--- src/rtl/gpio_port_pkg.sv ---
// Package: shared constants and types for the GPIO port register block.
// Assumes word addressing on the register bus.
package gpio_port_pkg;

    // Which group of lines, if any, is built as input-only.
    typedef enum logic [1:0] {
        RO_NONE         = 2'd0,
        RO_TOP_LINES    = 2'd1,
        RO_BOTTOM_LINES = 2'd2
    } ro_group_e;

    // Word addresses of the four registers.
    localparam int WORD_DIR  = 0;
    localparam int WORD_OD   = 1;
    localparam int WORD_DATA = 2;
    localparam int WORD_IBE  = 6;

endpackage

--- src/rtl/gpio_in_sync.sv ---
// Module: two-flop synchronizer for a vector of asynchronous pin levels.
// Assumes each bit is independent. No multi-bit coherence is implied.
module gpio_in_sync #(
    parameter int W = 32
) (
    input  logic         clk,
    input  logic         rst_n,
    input  logic [W-1:0] d_async,
    output logic [W-1:0] q_sync
);

    logic [W-1:0] stage1;

    // Purpose: two register stages that resolve metastability.
    always_ff @(posedge clk) begin
        if (!rst_n) begin
            stage1 <= '0;
            q_sync <= '0;
        end else begin
            stage1 <= d_async;
            q_sync <= stage1;
        end
    end

endmodule

--- src/rtl/gpio_ctrl_regs.sv ---
// Module: writable control state of the port (direction, open-drain,
// output latch, input enable), held in register-bit order.
// Assumes one write per cycle. Bits set in RO_MASK can never become outputs.
module gpio_ctrl_regs
    import gpio_port_pkg::*;
#(
    parameter int                NLINES  = 32,
    parameter int                ADDR_W  = 3,
    parameter logic [NLINES-1:0] RO_MASK = '0
) (
    input  logic              clk,
    input  logic              rst_n,
    input  logic [ADDR_W-1:0] bus_addr,
    input  logic              bus_we,
    input  logic [NLINES-1:0] bus_wdata,
    output logic [NLINES-1:0] dir_q,
    output logic [NLINES-1:0] od_q,
    output logic [NLINES-1:0] dat_q,
    output logic [NLINES-1:0] ibe_q
);

    localparam logic [ADDR_W-1:0] A_DIR  = ADDR_W'(WORD_DIR);
    localparam logic [ADDR_W-1:0] A_OD   = ADDR_W'(WORD_OD);
    localparam logic [ADDR_W-1:0] A_DATA = ADDR_W'(WORD_DATA);
    localparam logic [ADDR_W-1:0] A_IBE  = ADDR_W'(WORD_IBE);

    logic wr_dir, wr_od, wr_dat, wr_ibe;

    // Purpose: decode the write strobe into one enable per register.
    always_comb begin
        wr_dir = bus_we && (bus_addr == A_DIR);
        wr_od  = bus_we && (bus_addr == A_OD);
        wr_dat = bus_we && (bus_addr == A_DATA);
        wr_ibe = bus_we && (bus_addr == A_IBE);
    end

    // Purpose: direction register. Input-only bits are forced to 0.
    always_ff @(posedge clk) begin
        if (!rst_n)      dir_q <= '0;
        else if (wr_dir) dir_q <= bus_wdata & ~RO_MASK;
    end

    // Purpose: open-drain select register.
    always_ff @(posedge clk) begin
        if (!rst_n)     od_q <= '0;
        else if (wr_od) od_q <= bus_wdata;
    end

    // Purpose: output latch, kept for every line whatever its direction.
    always_ff @(posedge clk) begin
        if (!rst_n)      dat_q <= '0;
        else if (wr_dat) dat_q <= bus_wdata;
    end

    // Purpose: input buffer enable register.
    always_ff @(posedge clk) begin
        if (!rst_n)      ibe_q <= '0;
        else if (wr_ibe) ibe_q <= bus_wdata;
    end

endmodule

--- src/rtl/gpio_pin_drive.sv ---
// Module: turns register-order control bits into line-order pad controls.
// Assumes line n uses register bit NLINES-1-n.
module gpio_pin_drive #(
    parameter int NLINES = 32
) (
    input  logic [NLINES-1:0] dir_q,
    input  logic [NLINES-1:0] od_q,
    input  logic [NLINES-1:0] dat_q,
    output logic [NLINES-1:0] pin_out,
    output logic [NLINES-1:0] pin_oe
);

    // Purpose: one driver slice per line, taken from the mirrored bit.
    for (genvar l = 0; l < NLINES; l++) begin : g_line
        localparam int B = NLINES - 1 - l;
        assign pin_oe[l]  = dir_q[B] & (~od_q[B] | ~dat_q[B]);
        assign pin_out[l] = dir_q[B] & ~od_q[B] & dat_q[B];
    end

endmodule

--- src/rtl/gpio_read_mux.sv ---
// Module: read-data selection. The data view merges the latch of output
// lines with the enabled synchronized pins of input lines.
// Assumes pin_sync is in line order and the registers are in bit order.
module gpio_read_mux
    import gpio_port_pkg::*;
#(
    parameter int NLINES = 32,
    parameter int ADDR_W = 3
) (
    input  logic [ADDR_W-1:0] bus_addr,
    input  logic [NLINES-1:0] dir_q,
    input  logic [NLINES-1:0] od_q,
    input  logic [NLINES-1:0] dat_q,
    input  logic [NLINES-1:0] ibe_q,
    input  logic [NLINES-1:0] pin_sync,
    output logic [NLINES-1:0] bus_rdata
);

    logic [NLINES-1:0] pin_bits;
    logic [NLINES-1:0] data_view;

    // Purpose: mirror synchronized pins into register-bit order.
    for (genvar l = 0; l < NLINES; l++) begin : g_mirror
        assign pin_bits[NLINES-1-l] = pin_sync[l];
    end

    // Purpose: build the data register view and select by address.
    always_comb begin
        data_view = (dir_q & dat_q) | (~dir_q & ibe_q & pin_bits);
        unique case (int'(bus_addr))
            WORD_DIR:  bus_rdata = dir_q;
            WORD_OD:   bus_rdata = od_q;
            WORD_DATA: bus_rdata = data_view;
            WORD_IBE:  bus_rdata = ibe_q;
            default:   bus_rdata = '0;
        endcase
    end

endmodule

--- src/rtl/gpio_port_regs.sv ---
// Module: top of the GPIO port. Wires the synchronizer, control registers,
// pad driver and read mux. Assumes a single-cycle bus with combinational
// read data and at most one write per cycle.
module gpio_port_regs
    import gpio_port_pkg::*;
#(
    parameter int        NLINES   = 32,
    parameter int        ADDR_W   = 3,
    parameter int        RO_COUNT = 4,
    parameter ro_group_e RO_GROUP = RO_NONE
) (
    input  logic              clk,
    input  logic              rst_n,
    input  logic [ADDR_W-1:0] bus_addr,
    input  logic              bus_we,
    input  logic [NLINES-1:0] bus_wdata,
    output logic [NLINES-1:0] bus_rdata,
    input  logic [NLINES-1:0] pin_in,
    output logic [NLINES-1:0] pin_out,
    output logic [NLINES-1:0] pin_oe
);

    // Purpose: register-order mask of the lines built as input-only.
    function automatic logic [NLINES-1:0] ro_bits();
        logic [NLINES-1:0] m;
        m = '0;
        for (int l = 0; l < NLINES; l++) begin
            if ((RO_GROUP == RO_TOP_LINES && l >= NLINES - RO_COUNT) ||
                (RO_GROUP == RO_BOTTOM_LINES && l < RO_COUNT))
                m[NLINES-1-l] = 1'b1;
        end
        return m;
    endfunction

    localparam logic [NLINES-1:0] RO_MASK = ro_bits();

    logic [NLINES-1:0] dir_q, od_q, dat_q, ibe_q;
    logic [NLINES-1:0] pin_sync;

    gpio_in_sync #(.W(NLINES)) u_sync (
        .clk     (clk),
        .rst_n   (rst_n),
        .d_async (pin_in),
        .q_sync  (pin_sync)
    );

    gpio_ctrl_regs #(.NLINES(NLINES), .ADDR_W(ADDR_W), .RO_MASK(RO_MASK)) u_regs (
        .clk       (clk),
        .rst_n     (rst_n),
        .bus_addr  (bus_addr),
        .bus_we    (bus_we),
        .bus_wdata (bus_wdata),
        .dir_q     (dir_q),
        .od_q      (od_q),
        .dat_q     (dat_q),
        .ibe_q     (ibe_q)
    );

    gpio_pin_drive #(.NLINES(NLINES)) u_drive (
        .dir_q   (dir_q),
        .od_q    (od_q),
        .dat_q   (dat_q),
        .pin_out (pin_out),
        .pin_oe  (pin_oe)
    );

    gpio_read_mux #(.NLINES(NLINES), .ADDR_W(ADDR_W)) u_rmux (
        .bus_addr  (bus_addr),
        .dir_q     (dir_q),
        .od_q      (od_q),
        .dat_q     (dat_q),
        .ibe_q     (ibe_q),
        .pin_sync  (pin_sync),
        .bus_rdata (bus_rdata)
    );

endmodule

--- config.mk ---
export PLATFORM = sky130hd
export DESIGN_NAME = gpio_port_regs
export DESIGN_NICKNAME = d
export VERILOG_FILES = /design/src/rtl/gpio_port_pkg.sv /design/src/rtl/gpio_in_sync.sv /design/src/rtl/gpio_ctrl_regs.sv /design/src/rtl/gpio_pin_drive.sv /design/src/rtl/gpio_read_mux.sv /design/src/rtl/gpio_port_regs.sv
export SDC_FILE = /design/constraint.sdc
export NUM_CORES = 1
export LEC_CHECK = 0
export CELL_PAD_IN_SITES_DETAIL_PLACEMENT = 0
export CELL_PAD_IN_SITES_GLOBAL_PLACEMENT = 1
export CORE_UTILIZATION = 47
export DETAILED_ROUTE_END_ITERATION = 16
export DONT_BUFFER_PORTS = 1
export MAX_ROUTING_LAYER = met4
export PLACE_DENSITY_LB_ADDON = 0.12
export SYNTH_ARGS = -nofsm -noshare
export SYNTH_HDL_FRONTEND = slang
export SYNTH_SLANG_ARGS = --single-unit
--- constraint.sdc ---
create_clock -name clk -period 2.8 [get_ports clk]
set_input_delay 0.84 -clock clk [delete_from_list [all_inputs] [get_ports clk]]
set_output_delay 0.84 -clock clk [all_outputs]
set_load 0.005 [all_outputs]
# Yosys cells after proc, flatten, opt, wreduce, memory -nomap -nowiden
# Index checks and enable logic that the tools add are counted.
[word_totals]
reg_bits = 192
input_bits = 70
output_inout_bits = 96
wordCells = 212
[classes]
n_eq_ne = 3
n_mux = 1
bitwise = 197
reduce_logical = 5
[op_table]
columns = ["op", "count"]
rows = [
  ["one-hot mux 32 bit (4 select lines)", 1],
  ["bitwise AND 1 bit", 96],
  ["bitwise AND 32 bit", 3],
  ["inverter 1 bit", 64],
  ["inverter 32 bit", 1],
  ["OR 1 bit", 32],
  ["OR 32 bit", 1],
  ["logical AND 1 bit", 4],
  ["== test 3 x 1 -> 1 bit (second input constant)", 1],
  ["== test 3 x 2 -> 1 bit (second input constant)", 1],
  ["== test 3 bit (second input constant)", 1],
  ["logical NOT 3 bit", 1],
]

# Longest topological paths before layout
[logic_depth]
word_depth = 5
ltp_mapped = 6
ltp_nobuf = 3

# By module
# From an unflattened synthesis, not the netlist that was laid out.
[unflattened]
hier_cells = 829
hier_area_um2 = 8484.4
[modules_own_cells]
columns = ["mod", "instances", "cells_each", "area_per_inst_um2", "seq_area_each_um2"]
rows = [
  ["gpio_ctrl_regs", 1, 452, 4692.0, 2562.5],
  ["gpio_in_sync", 1, 134, 1791.7, 1281.2],
  ["gpio_read_mux", 1, 179, 1480.2, 0.0],
  ["gpio_pin_drive", 1, 64, 520.5, 0.0],
]

# Worst setup path before layout
# No wires, ideal clock.
[synth_timing]
path_type = "input to output"
startpoint = "in bus_addr[0]"
endpoint = "out bus_rdata[1]"
t_arrival_ns = 1.796
required_ns = 1.960
setup_slack_ns = 0.164
stages = 5
path_buffers = 3
path_cell_list = "buf_4 or3b_1 clkbuf_2 buf_6 o221ai_1"
[synth_via]
elab_chain_len = 2
word_cells_on_any_way = 5
cone_classes = "3 x eq/ne; 1 x mux; 1 x reduce/logical"
[synth_lines]
columns = ["element", "line_no", "source"]
rows = [
  ["from (decl)", "gpio_port_regs.sv:14", "input logic [ADDR_W-1:0] bus_addr,"],
  ["== test 3 bit, or another cell as far along", "gpio_read_mux.sv:30", "unique case (int'(bus_addr))"],
  ["one-hot mux 32 bit (4 select lines) *", "gpio_read_mux.sv:30", ""],
  ["to (decl)", "gpio_port_regs.sv:17", "output logic [NLINES-1:0] bus_rdata,"],
]
# Every way passes the cells marked *; elsewhere a longest branch is shown, timed or not.

# Worst setup path in the final report
[layout_timing]
startpoint = "in bus_addr[0]"
endpoint = "out bus_rdata[14]"
# Same word-level chain as after synthesis.

==> impl_metrics.yaml <==
routing:
  vias: 6451
  drtPass1Iterations: 4
  ant_nets: 0
  drt_iter0_drc: 411
  wire_per_inst_um: 18.23
  routed_via_density: 5.654
  drc_errors: 0
  wirelength_mm: 20.80
grt:
  grt_pass1_vias: 5941
  antenna_found_initial: 2
  grt_usage_pct: 23.56
  overflow: 0
  grt_pass1_wl_mm: 32.13
  grt_max_degree: 257
final_layout:
  area_growth_pct: 7.379
  mostFrequentLayoutCells: "nand2_1, dfxtp_1, a21boi_0"
  final_common_cell: "nand2_1"
  fin_nets: 975
  nFillCells: 1630
  drive_gt1_share_pct: 8.753
  stdcell_area_mm2: 0.008976
power:
  finalPower_mw: 5.328
  p_comb_share_pct: 4.1
  power_frac_seq_pct: 53.7
  vdd_drop_max_v: 0.0004323
  clkPwrFrac_pct: 42.2
  p_sw_mw: 1.138
  leakage_nw: 3.347
  p_sw_share_pct: 21.36
  p_int_mw: 4.189
  power_density_mw_per_mm2: 593.5
critical_path:
  reg2reg_to: "u_regs.dat_q[12]$_SDFFE_PN0P_"
  crit_start: "bus_addr[0]"
  cp_max_fo: 40
  crit_required_ps: 1960
  crit_arrival_ps: 1830
  end_kind: "output port"
  path_class: "input pin to output port"
  reg2reg_from: "u_regs.dat_q[12]$_SDFFE_PN0P_"
  reg2reg_depth: 2
  startpoint_type: "input pin"
  endpoint: "bus_rdata[14]"
  rrSetupSlack_ps: 2090
die:
  core_mm2: 0.01736
  die_h_um: 135.4
  rows: 48
  die_w_um: 135.4
  start_util_pct: 48.16
  io_pins: 166
  dieArea_mm2: 0.01832
synthesis:
  netlist_area_mm2: 0.008359
  synth-seq-cells: 192
  netlist_instances: 946
  postSynthNetCount: 1016
  ys_warn_count: 0
  synth.distinct_cells: 26
  avgSynthCellArea_um2: 8.836
  yosysSeqAreaShare_pct: 45.98
clocking:
  clkTransAtPathRegs_ps: 60
  postCtsHoldBufs: 0
  clockBufferDepth: 2
  clock_sinks: 192
  cts_made_buffers: 17
  ctsResizeCount: 0
  post_cts_buffers: 0
  clk_latency_ps: 420
  clockRootBuffer: "clkbuf_16"
  cts_tree: "yes"
  cts.htree.levels: 4
timing:
  max_freq_mhz: 375.2
  skew_ps: 3.674
  rsz0062_at_grt: "false"
  finalCritPeriodShare_pct: 95.20
  setup_viol_count_final: 0
  fin_tns_setup_ps: 0
  maxSlewViolCount: 0
  hold_viol: 0
  slew_headroom_pct: 65.62
  worstMarginPinSlew_ps: 515.7
  fin_crit_ps: 2666
place:
  placed_area_mm2: 0.008436
  dp_hpwl_mm: 12.79
  io_buffers: 0
  routabilityCongestion: 0.7996
run_status:
  status: "complete, no violations"
run:
  drv_cap: 0
hold_path:
  hold_depth: 1
  hold_class: "flip-flop to flip-flop"
worst min path at each step:
stage                                   endpoint                          from  slack, ps
CTS                 u_sync.q_sync[20]$_SDFF_PN0_  u_sync.stage1[20]$_SDFF_PN0_        430
finish              u_sync.q_sync[26]$_SDFF_PN0_  u_sync.stage1[26]$_SDFF_PN0_        430
global placement    u_sync.q_sync[30]$_SDFF_PN0_  u_sync.stage1[30]$_SDFF_PN0_        410
detailed placement  u_sync.q_sync[20]$_SDFF_PN0_  u_sync.stage1[20]$_SDFF_PN0_        420
global route        u_sync.q_sync[14]$_SDFF_PN0_  u_sync.stage1[14]$_SDFF_PN0_        440
floorplan            u_sync.q_sync[0]$_SDFF_PN0_   u_sync.stage1[0]$_SDFF_PN0_        410
metal layers:
metal / vias up / wire (um) / global-route usage [%]
met5: - / 0 / -
met4: 0 / 290 / 7.428
met3: 19 / 1233 / 6.659
met2: 167 / 9701 / 36.52
met1: 3085 / 9574 / 29.55
li1: 3180 / - / -
layout make-up:
type / instances / area, um^2 / area share [%]
well taps: 225 / 281.5 / 3.136
clock buffers: 22 / 474.2 / 5.283
flip-flops and latches: 192 / 3844 / 42.82
clock inverters: 6 / 61.31 / 0.6830
repair buffers: 13 / 135.1 / 1.505
multi-input cells: 681 / 4175 / 46.52
diodes: 2 / 5.005 / 0.05576
synth_stat cells (all sizes together):
| library cell | number | area share, % |
|---|---|---|
| nand4bb | 1 | 0.13 |
| dfxtp | 192 | 46 |
| or4b | 1 | 0.12 |
| and3b | 65 | 6.8 |
| nand4b | 1 | 0.10 |
| nor4bb | 2 | 0.24 |
| clkbuf | 40 | 1.8 |
| and4b | 1 | 0.12 |
| o221ai | 32 | 3.4 |
| buf | 33 | 2.8 |
| and2 | 64 | 4.8 |
| a21oi | 32 | 1.9 |
| o21ai | 64 | 5.3 |
| nand2 | 224 | 10 |
| or3b | 1 | 0.10 |
| nand3 | 64 | 3.8 |
| or2 | 1 | 0.075 |
| a21boi | 96 | 8.6 |
| mux2i | 32 | 3.8 |
state kept, by name, summed over array words and instances, names as in the netlist:
name / count
u_regs.dir_q: 32
u_regs.ibe_q: 32
u_sync.stage1: 32
u_regs.od_q: 32
u_sync.q_sync: 32
u_regs.dat_q: 32
power groups by stage:
stage / sequential (mW) / clock [mW] / combinational, mW
floorplan: 2.90 / 0 / 0.227
global placement: 2.92 / 0 / 0.213
detailed placement: 2.92 / 0 / 0.219
CTS: 2.86 / 2.32 / 0.220
global route: 2.87 / 2.42 / 0.239
finish: 2.86 / 2.25 / 0.217
logic make-up (layout without fill, tap and decap cells):
group / after synthesis / count (layout) / share of synthesized area [%]
multiplexers: 32 / 32 / 3.832
flip-flops: 192 / 192 / 45.98
buffers and inverters: 73 / 41 / 4.565
AND/OR/NAND/NOR: 425 / 425 / 26.39
AO/OA/AOI/OAI: 224 / 224 / 19.23
other: 0 / 2 / 0
per-stage QoR:
stage               hold WS [ps]  worst slack (ps)  utilization, %  instances
global placement           413.3             154.1           48.60       1111
CTS                        432.8             132.3           51.69       1139
detailed placement         417.7             132.1           48.60       1111
finish                     431.9             134.4           51.72       1141
floorplan                  411.9             163.6               -        946
global route               443.1             93.35           51.72       1141
critical path: stages:
cell and delay, ps:
or3b_2 520, buf_4 230, o221ai_1 230
Note: power is estimated with default switching activity, not from simulation.
